**config.mk**
```make
export PLATFORM = sky130hd
export DESIGN_NAME = acc_cpu
export DESIGN_NICKNAME = d
export VERILOG_FILES = /design/src/rtl/acc_pkg.sv /design/src/rtl/acc_decode.sv /design/src/rtl/acc_alu.sv /design/src/rtl/acc_ram.sv /design/src/rtl/acc_cpu.sv
export SDC_FILE = /design/constraint.sdc
export NUM_CORES = 1
export LEC_CHECK = 0
export ABC_AREA = 1
export CAP_MARGIN = 25
export CELL_PAD_IN_SITES_DETAIL_PLACEMENT = 1
export CELL_PAD_IN_SITES_GLOBAL_PLACEMENT = 1
export CORE_MARGIN = 5
export CORE_UTILIZATION = 54
export DETAILED_ROUTE_END_ITERATION = 12
export PLACE_DENSITY_LB_ADDON = 0.25
export SLEW_MARGIN = 20
export SYNTH_ARGS = -nofsm -noshare
export SYNTH_HDL_FRONTEND = slang
export SYNTH_SLANG_ARGS = --single-unit
```
**constraint.sdc**
```tcl
create_clock -name clk -period 4.85 [get_ports clk]
set_clock_uncertainty 0.05 [all_clocks]
set_input_delay 0.7275 -clock clk [delete_from_list [all_inputs] [get_ports clk]]
set_output_delay 0.7275 -clock clk [all_outputs]
set_load 0.005 [all_outputs]
```
**src/rtl/acc_pkg.sv**
```systemverilog
package acc_pkg;

    typedef enum logic [2:0] {
        OP_LDI  = 3'd0,
        OP_ADDI = 3'd1,
        OP_SUBI = 3'd2,
        OP_LDM  = 3'd3,
        OP_ADDM = 3'd4,
        OP_SUBM = 3'd5,
        OP_STM  = 3'd6,
        OP_JUMP = 3'd7
    } op_e;

    typedef enum logic {
        ST_FETCH = 1'b0,
        ST_EXEC  = 1'b1
    } state_e;

    typedef enum logic [1:0] {
        ALU_PASS = 2'd0,
        ALU_ADD  = 2'd1,
        ALU_SUB  = 2'd2
    } alu_e;

    typedef struct packed {
        logic acc_we;
        logic mem_src;
        alu_e alu_op;
        logic mem_we;
        logic jump;
        logic jump_cond;
    } ctrl_t;

endpackage

```
**src/rtl/acc_decode.sv**
```systemverilog
module acc_decode
    import acc_pkg::*;
(
    input  op_e   opcode,
    output ctrl_t ctrl
);

    always_comb begin
        ctrl = '{acc_we: 1'b0, mem_src: 1'b0, alu_op: ALU_PASS,
                 mem_we: 1'b0, jump: 1'b0, jump_cond: 1'b0};
        unique case (opcode)
            OP_LDI:  begin ctrl.acc_we = 1'b1; ctrl.alu_op = ALU_PASS; end
            OP_ADDI: begin ctrl.acc_we = 1'b1; ctrl.alu_op = ALU_ADD;  end
            OP_SUBI: begin ctrl.acc_we = 1'b1; ctrl.alu_op = ALU_SUB;  end
            OP_LDM:  begin ctrl.acc_we = 1'b1; ctrl.mem_src = 1'b1; ctrl.alu_op = ALU_PASS; end
            OP_ADDM: begin ctrl.acc_we = 1'b1; ctrl.mem_src = 1'b1; ctrl.alu_op = ALU_ADD;  end
            OP_SUBM: begin ctrl.acc_we = 1'b1; ctrl.mem_src = 1'b1; ctrl.alu_op = ALU_SUB;  end
            OP_STM:  begin ctrl.mem_we = 1'b1; end
            OP_JUMP: begin ctrl.jump = 1'b1; ctrl.jump_cond = 1'b1; end
            default: begin ctrl.acc_we = 1'b0; end
        endcase
    end

endmodule

```
**src/rtl/acc_alu.sv**
```systemverilog
module acc_alu
    import acc_pkg::*;
#(
    parameter int DW   = 8,
    parameter int ARGW = 5
) (
    input  alu_e            alu_op,
    input  logic            mem_src,
    input  logic [DW-1:0]   acc,
    input  logic [DW-1:0]   mem_word,
    input  logic [ARGW-1:0] imm,
    output logic [DW-1:0]   result
);

    localparam int EXTW = DW - ARGW;

    logic [DW-1:0] imm_ext;
    logic [DW-1:0] operand;

    assign imm_ext = {{EXTW{imm[ARGW-1]}}, imm};
    assign operand = mem_src ? mem_word : imm_ext;

    always_comb begin
        unique case (alu_op)
            ALU_ADD:  result = acc + operand;
            ALU_SUB:  result = acc - operand;
            default:  result = operand;
        endcase
    end

endmodule

```
**src/rtl/acc_ram.sv**
```systemverilog
module acc_ram #(
    parameter int DW  = 8,
    parameter int AW  = 5,
    parameter int NRD = 1
) (
    input  logic          clk,
    input  logic          we,
    input  logic [AW-1:0] waddr,
    input  logic [DW-1:0] wdata,
    input  logic [AW-1:0] raddr [NRD],
    output logic [DW-1:0] rdata [NRD]
);

    localparam int DEPTH = 1 << AW;

    logic [DW-1:0] mem [DEPTH];

    always_ff @(posedge clk) begin
        if (we) begin
            mem[waddr] <= wdata;
        end
    end

    for (genvar g = 0; g < NRD; g++) begin : g_rd
        assign rdata[g] = mem[raddr[g]];
    end

endmodule

```
**src/rtl/acc_cpu.sv**
```systemverilog
module acc_cpu
    import acc_pkg::*;
#(
    parameter int DW   = 8,
    parameter int PCW  = 5,
    parameter int ARGW = 5
) (
    input  logic            clk,
    input  logic            rst,
    input  logic            run,
    input  logic            pm_we,
    input  logic [PCW-1:0]  pm_addr,
    input  logic [DW-1:0]   pm_wdata,
    input  logic            dm_we,
    input  logic [ARGW-1:0] dm_addr,
    input  logic [DW-1:0]   dm_wdata,
    output logic [DW-1:0]   dm_rdata,
    output logic [DW-1:0]   acc_o,
    output logic [PCW-1:0]  pc_o,
    output logic            exec_valid
);

    localparam int OPW  = 3;
    localparam int IW   = OPW + ARGW;
    localparam int TGTW = ARGW - 1;

    state_e          state_q, state_d;
    logic [PCW-1:0]  pc_q;
    logic [DW-1:0]   acc_q;
    logic [IW-1:0]   ir_q;

    op_e             opcode;
    logic [ARGW-1:0] arg;
    logic [PCW-1:0]  target;
    ctrl_t           ctrl;
    logic [DW-1:0]   alu_res;
    logic            take_jump;

    logic [PCW-1:0]  pm_raddr [1];
    logic [IW-1:0]   pm_rdata [1];
    logic [ARGW-1:0] dm_raddr [2];
    logic [DW-1:0]   dm_rd    [2];
    logic            dm_wen;
    logic [ARGW-1:0] dm_waddr;
    logic [DW-1:0]   dm_wword;

    assign opcode = op_e'(ir_q[IW-1 -: OPW]);
    assign arg    = ir_q[ARGW-1:0];
    assign target = PCW'(ir_q[TGTW-1:0]);

    acc_decode u_dec (
        .opcode (opcode),
        .ctrl   (ctrl)
    );

    acc_alu #(.DW(DW), .ARGW(ARGW)) u_alu (
        .alu_op   (ctrl.alu_op),
        .mem_src  (ctrl.mem_src),
        .acc      (acc_q),
        .mem_word (dm_rd[0]),
        .imm      (arg),
        .result   (alu_res)
    );

    // Program memory: preload only while held, read at the program counter
    assign pm_raddr[0] = pc_q;

    acc_ram #(.DW(IW), .AW(PCW), .NRD(1)) u_pmem (
        .clk   (clk),
        .we    (pm_we && !run),
        .waddr (pm_addr),
        .wdata (pm_wdata),
        .raddr (pm_raddr),
        .rdata (pm_rdata)
    );

    // Data memory: write bus from accumulator (or side port when held),
    // separate read buses for the operand path and the side port
    assign dm_wen      = run ? (state_q == ST_EXEC && ctrl.mem_we) : dm_we;
    assign dm_waddr    = run ? arg   : dm_addr;
    assign dm_wword    = run ? acc_q : dm_wdata;
    assign dm_raddr[0] = arg;
    assign dm_raddr[1] = dm_addr;

    acc_ram #(.DW(DW), .AW(ARGW), .NRD(2)) u_dmem (
        .clk   (clk),
        .we    (dm_wen),
        .waddr (dm_waddr),
        .wdata (dm_wword),
        .raddr (dm_raddr),
        .rdata (dm_rd)
    );

    assign take_jump = ctrl.jump && (!ir_q[ARGW-1] || acc_q == '0);

    always_comb begin
        unique case (state_q)
            ST_FETCH: state_d = ST_EXEC;
            ST_EXEC:  state_d = ST_FETCH;
            default:  state_d = ST_FETCH;
        endcase
    end

    // State register
    always_ff @(posedge clk) begin
        if (rst) begin
            state_q <= ST_FETCH;
        end else if (run) begin
            state_q <= state_d;
        end
    end

    // Architectural registers
    always_ff @(posedge clk) begin
        if (rst) begin
            pc_q  <= '0;
            acc_q <= '0;
            ir_q  <= '0;
        end else if (run) begin
            unique case (state_q)
                ST_FETCH: begin
                    ir_q <= pm_rdata[0];
                    pc_q <= pc_q + 1'b1;
                end
                ST_EXEC: begin
                    if (ctrl.acc_we) acc_q <= alu_res;
                    if (take_jump)   pc_q  <= target;
                end
                default: pc_q <= pc_q;
            endcase
        end
    end

    // Outputs
    always_comb begin
        exec_valid = (state_q == ST_EXEC);
        acc_o      = acc_q;
        pc_o       = pc_q;
        dm_rdata   = dm_rd[1];
    end

endmodule

```
==> Word level (Yosys, flattened, before mapping) <==
Memory sizes are Yosys's and may differ from the RTL's. A register that Yosys moved wholly into a read port is not among the register bits.
Cells that the tools add are included.
W data, S select, Z words.
{ "op_classes": {"n_addsub": 3, "n_mul": 0, "n_div": 0, "order_cmp": 0, "eq_ne": 10, "shifts": 0, "mux": 17, "bitwise": 1, "reduce_logical": 15} }
{ "op_table": {"columns": ["operator", "count"], "rows": [
  ["$mux W8", 2],
  ["$pmux W8 S2", 1],
  ["$eq A3 B3 Y1 const B", 4],
  ["$mux W5", 2],
  ["$pmux W5 S2", 1],
  ["$add A8 B8 Y8", 1],
  ["$logic_not A8 Y1", 1],
  ["$mux W1", 8],
  ["$sub A8 B8 Y8", 1],
  ["$eq A3 B2 Y1 const B", 2],
  ["$reduce_or A6 Y1", 1],
  ["$add A5 B1 Y5 const B", 1],
  ["$pmux W2 S2", 1],
  ["$reduce_and A2 Y1", 2],
  ["$reduce_or A2 Y1", 2],
  ["$eq A3 B1 Y1 const B", 1],
  ["$logic_and A1 B1 Y1", 3],
  ["$logic_not A3 Y1", 1],
  ["$reduce_and A3 Y1", 1],
  ["$reduce_or A3 Y1", 1],
  ["$eq A2 B1 Y1 const B", 1],
  ["$eq A2 B2 Y1 const B", 1],
  ["$logic_not A1 Y1", 2],
  ["$mux W2", 1],
  ["4 further kinds", 4]
]} }
{ "totals": {"regBits": 14, "latchBits": 0, "mem_bits_rw": 512, "romBits": 0, "out_inout_bits": 22, "wordCells": 51, "n_memories": 2} }
{ "memory_table": {"columns": ["name", "depth", "word_bits", "rd", "rd_clocked_by_memory_dff", "wr", "line", "text"], "rows": [
  ["u_dmem.mem", 32, 8, 2, 0, 1, "acc_ram.sv:16", "logic [DW-1:0] mem [DEPTH];"],
  ["u_pmem.mem", 32, 8, 1, 1, 1, "acc_ram.sv:16", null]
]} }

==> Logic depth before layout (Yosys ltp) <==
Gate-level depths: netlist (run 1).
{ "logic_depth": {"ltp_word": 6, "mapped_depth": 32} }

==> Hierarchy <==
Synthesis (run 1) repeated with hierarchy kept, for this count alone.
{ "unflattened": {"cells_unflattened": 2750, "hier_area_um2": 25918.6} }
{ "by_module_without_submodules": {"columns": ["module", "instances", "cells_per_inst", "area_each_um2", "seq_area_each_um2"], "rows": [
  ["acc_ram at u_dmem", 1, 1523, 13340.3, 7687.4],
  ["acc_ram at u_pmem", 1, 914, 10626.4, 7687.4],
  ["acc_cpu", 1, 166, 1126.1, 440.4],
  ["acc_alu", 1, 130, 752.0, 0.0],
  ["acc_decode", 1, 17, 73.8, 0.0]
]} }

==> Least setup slack after synthesis (run 1) <==
No wires, ideal clock.
{ "synth_timing": {"path_kind": "reg-to-reg", "start": "reg ir_q[0] (read register of u_pmem.mem)", "end": "reg acc_q[7], in the netlist acc_o[7]", "setup_time_ps": 109, "arrival_time_ps": 3165, "required_time_ps": 4691, "path_slack_ps": 1526, "path_stages_with_launch": 33, "n_path_buf": 2, "cell_sequence": "dfxtp_1 inv_2 buf_4 buf_2 nand2_1 nand2_1 nand2_1 nand3_1 nand3_1 nand2_1 nand2_1 nand3_1 inv_1 ha_1 inv_1 nor2_1 inv_1 o21ai_0 nand2_1 xor2_1 ha_1 nand2_1 inv_1 nand4_1 o211ai_1 xor2_1 inv_1 nand2_1 nand3_1 nand2_1 nand3_1 nand2_1 inv_1"} }
{ "synth_via": {"elab_chain_len": 4, "elab_cells_between_ends": 5, "cone_classes": "add/sub (2); mux (2); memory (1)"} }
{ "synth_rtl": {"columns": ["element", "line", "text"], "rows": [
  ["start, declared", "acc_cpu.sv:30", "logic [IW-1:0] ir_q;"],
  ["$mem_v2 Z32 W8", null, null],
  ["$mux W8 *", "acc_alu.sv:21", "assign operand = mem_src ? mem_word : imm_ext;"],
  ["$sub A8 B8 Y8 or $add A8 B8 Y8 (tied branches)", "acc_alu.sv:26, acc_alu.sv:25", null],
  ["$pmux W8 S2 *", "acc_alu.sv:24", "unique case (alu_op)"],
  ["end signal, assigned", "acc_cpu.sv:126", "if (ctrl.acc_we) acc_q <= alu_res;"],
  ["end, declared", "acc_cpu.sv:29", "logic [DW-1:0] acc_q;"]
]} }
Mark *: on every way between the ends. The rest lies on a longest branch, timed or not.
A chain may end at the register's enable or synchronous reset.

==> Worst setup path in the final report (run 1) <==
{ "layout_timing": {"start": "in dm_addr[3]", "end": "out dm_rdata[3]"} }
{ "layout_via": {"elab_chain_len": 1} }
{ "layout_rtl": {"columns": ["element", "line", "text"], "rows": [
  ["start, declared", "acc_cpu.sv:15", "input logic [ARGW-1:0] dm_addr,"],
  ["$mem_v2 Z32 W8", null, null],
  ["end, declared", "acc_cpu.sv:17", "output logic [DW-1:0] dm_rdata,"]
]} }
Every way passes these cells.

==> metrics.log, run 1 <==
[metrics] TritonRoute pass-1 iters: 5
[metrics] source of the worst hold timing path: acc_o[0]
[metrics] Layout Utilization: approximately three fifths
[metrics] relative contribution of the clock network to total power: 39.3%
[metrics] post-layout min period: about 4.6 ns
[metrics] leakage power of the design: around 9.4 nW
[metrics] maximum level of the CTS H-tree: 2
[metrics] Post-CTS Repair Setup Buffers: 0
[metrics] cell at the root of the clock tree: sky130_fd_sc_hd__clkbuf_16
[metrics] clock-pin slew reported for the worst setup and hold paths after clock tree synthesis: around 0.06 ns
[metrics] vias in the first global route: 20734
[metrics] Antenna Diode Count: 0
[metrics] number of instances in the synthesized netlist: about 2300
[metrics] post-place instance area: approximately 0.026 sq mm
[metrics] maximum clock rate: 215 MHz
[metrics] Clock Tree Buf Depth: 3
[metrics] highest ir drop seen on vdd: 0.408 mV
[metrics] iteration-0 DRC count of the detailed router: 2099
[metrics] cell area after synthesis: around 0.024 sq mm
[metrics] area overhead of the layout relative to synthesis: 12.8%
[metrics] count of distinct cell types in the synthesized netlist: 34
[metrics] total of hold buffers inserted after clock tree synthesis: 0
[metrics] width of the die: roughly 220 um
[metrics] die area: slightly below 0.05 sq mm
[metrics] final worst-path cycle share: ~96%
[metrics] antenna violations before repair: 0
[metrics] Seq cells post-synth: between 500 and 600
[metrics] result of the run: completed
[metrics] global route total overflow: 0
[metrics] path category of the worst min-delay check: flip-flop to flip-flop
[metrics] combinational family with the most area after synthesis: simple AND/OR/NAND/NOR gates
[metrics] number of maximum-capacitance violations: 0
[metrics] start of the worst register-to-register path: ir_q[0]
[metrics] combinational share of power: about 14%
[metrics] xor/xnor cell area share of the yosys netlist: less than 1%
[metrics] portion of netlist area occupied by mux cells: less than 1%
[metrics] beginning of the critical path: dm_addr[3]
[metrics] transition at the pin with the smallest max-transition slack: just over 1 ns
[metrics] # port buffers: between 50 and 60
[metrics] # clock sinks: around 530
[metrics] fraction of final layout cells sized beyond drive strength 1: 7.15%
[metrics] share of the synthesized area in compound gates (AO/OA/AOI/OAI): approximately 14%
[metrics] switching power share of the total: 26.8%
[metrics] endpoint arrival time on the critical path: between 3 and 4 ns
[metrics] number of endpoints failing setup at the final stage: 0
[metrics] total via count in the routed design: about 20000
[metrics] critical-path maximum fanout: 14
[metrics] count of instances resized after the clock tree is built: 0
[metrics] first-pass GRT wire length: 124000 um
[metrics] startpoint class of the critical path: input port
[metrics] post-route ant nets: 0
[metrics] endpoint required time on the critical path: approximately 4.1 ns
[metrics] commonest non-fill, non-tap cells in the layout: sky130_fd_sc_hd__edfxtp_1, sky130_fd_sc_hd__nor2_1, sky130_fd_sc_hd__o21ai_0, sky130_fd_sc_hd__nand2_1, sky130_fd_sc_hd__nand3_1
[metrics] Nets: approximately 2400
[metrics] most frequent standard cell in the layout excluding fill and tap cells: sky130_fd_sc_hd__edfxtp_1
[metrics] Row Count: between 70 and 80
[metrics] power density over the cells: 399 mW/mm^2
[metrics] Placeable Area: between 0.04 and 0.05 sq mm
[metrics] area fraction of the dominant cell type after synthesis: roughly 63%
[metrics] fin area: around 0.027 sq mm
[metrics] die boundary height: about 220 um
[metrics] CTS tree: yes
[metrics] Psw: ~2.9 mW
[metrics] most area-consuming cells after synthesis: sky130_fd_sc_hd__edfxtp_1, sky130_fd_sc_hd__o21ai_0, sky130_fd_sc_hd__nor2_1, sky130_fd_sc_hd__nand2_1, sky130_fd_sc_hd__nand3_1
[metrics] clock buffer count from CTS: 55
[metrics] Max Slew Vio Count: 0
[metrics] DRC viols: 0
[metrics] post-synthesis average cell area: around 10 sq um
[metrics] share of power burned in registers: between 40% and 50%
[metrics] Initial Utilization: around 55%
[metrics] type of element capturing the critical path: output port
[metrics] total global-route track usage: between 30% and 40%
[metrics] Vias/cell: approximately 6.6
[metrics] part of the Yosys area used for sequential elements: around two thirds
[metrics] maximum number of pins on one net before global-route repair: between 70 and 80
[metrics] Total Neg Setup Slack: 0 ns
[metrics] fraction of the mapped netlist area in simple logic gates: 15.2%
[metrics] setup repair after global routing missed its margin: false
[metrics] I/O pin cnt: between 50 and 60
[metrics] number of warnings printed during yosys synthesis: 0
[metrics] total routed wirelength: around 82000 um
[metrics] Rel. slew slack: a little under a third
[metrics] internal power contribution: about 8 mW
[metrics] global placement routability congestion: 0.879
[metrics] post-synthesis net count: roughly 2400
[metrics] worst skew pair latency: roughly 0.65 ns
[metrics] cell type with the highest aggregate area in the netlist: sky130_fd_sc_hd__edfxtp_1
[metrics] wire length per cell: between 20 and 30 um
[metrics] synthesized-area fraction occupied by adder cells: less than 1%
[metrics] Final Hold Violating Endpoints: 0
[metrics] Worst Setup Path Type: input port to output port
[metrics] estimated wirelength of the detail-placed design: 50600 um
-- flip-flops by register name, indices dropped and copies added, names as in the netlist --
signal	cells
acc_o	8
exec_valid	1
ir_q	8
pc_o	5
u_dmem.mem	256
u_pmem.mem	256
-- cells by family after synthesis --
logic type	after synthesis
XOR/XNOR	13
flip-flops	534
buffers and inverters	261
AND/OR/NAND/NOR	914
multiplexers	1
adder cells (fa/ha/maj)	11
AO/OA/AOI/OAI	606
-- Yosys cell counts, drive strengths merged --
library cell,count
ha,10
nor3,1
nand3b,1
dfxtp,22
nand4,11
a31oi,12
a32oi,6
a2bb2oi,1
xor2,11
nor2,419
fa,1
clkbuf,113
o221ai,69
nand3,189
xnor2,2
and3,1
a32o,2
a211oi,7
o211ai,26
a21oi,75
nand2,292
inv,94
o21ai,357
o22ai,51
edfxtp,512
buf,45
mux2,1
clkinv,9
-- power groups by stage --
stage	Sequential [mW]	Combinational (mW)	Clock [mW]
final	5.16	1.50	4.30
after detailed placement	5.25	1.44	0
after global placement	5.25	1.37	0
after global routing	5.16	1.60	4.54
after floorplan	5.24	0.875	0
after CTS	5.16	1.47	4.34
-- path summary, 6_finish.rpt --
path         slack (ns)  cells past startpoint     endpoint
max                0.21                      7  dm_rdata[3]
min                0.47                      2     acc_o[0]
max reg2reg        0.46                     29     acc_o[7]
min reg2reg        0.47                      2     acc_o[0]
-- layer usage --
layer / share of wire (%) / GRT usage, %
met2: 50 / 55.4
met4: 6.3 / 18.8
met3: 7.8 / 4.62
met1: 36 / 39.3
met5: 0 / 0
-- worst max-delay path: stages --
cell                              delay, ns
sky130_fd_sc_hd__clkdlybuf4s50_1       0.89
sky130_fd_sc_hd__inv_1                 0.52
sky130_fd_sc_hd__buf_16                0.30
sky130_fd_sc_hd__a21oi_1               0.17
sky130_fd_sc_hd__o21ai_0               0.29
sky130_fd_sc_hd__a32oi_1               0.39
sky130_fd_sc_hd__clkdlybuf4s50_1       0.56
-- area by class of cell --
| class | instances | area (sq um) |
|---|---|---|
| Multi-Input combinational cell | 1545 | 7500 |
| Sequential cell | 534 | 15800 |
| Timing Repair Buffer | 121 | 1160 |
| Clock buffer | 74 | 1480 |
| Fill cell | 4675 | 17000 |
| Inverter | 103 | 390 |
| Tap cell | 592 | 741 |
| Clock inverter | 29 | 345 |
-- stage by stage --
stage | hold slack [ns] | power [mW] | cells | setup WS, ns
after floorplan | 0.422 | 6.11 | 2340 | 1.53
after global placement | 0.429 | 6.62 | 2889 | 0.268
after detailed placement | 0.436 | 6.70 | 2892 | 0.370
after CTS | 0.475 | 11.0 | 2995 | 0.367
after global routing | 0.495 | 11.3 | 2998 | 0.0157
final | 0.466 | 11.0 | 2998 | 0.206
No activity file was read; power rests on OpenSTA's default activity.
==> inputs of run 2 (changes only) <==
HOLD_SLACK_MARGIN = 0.12   (was unset)
==> results of run 2 <==
Same layout as run 1: the final DEF is identical, and so are final timing and power.
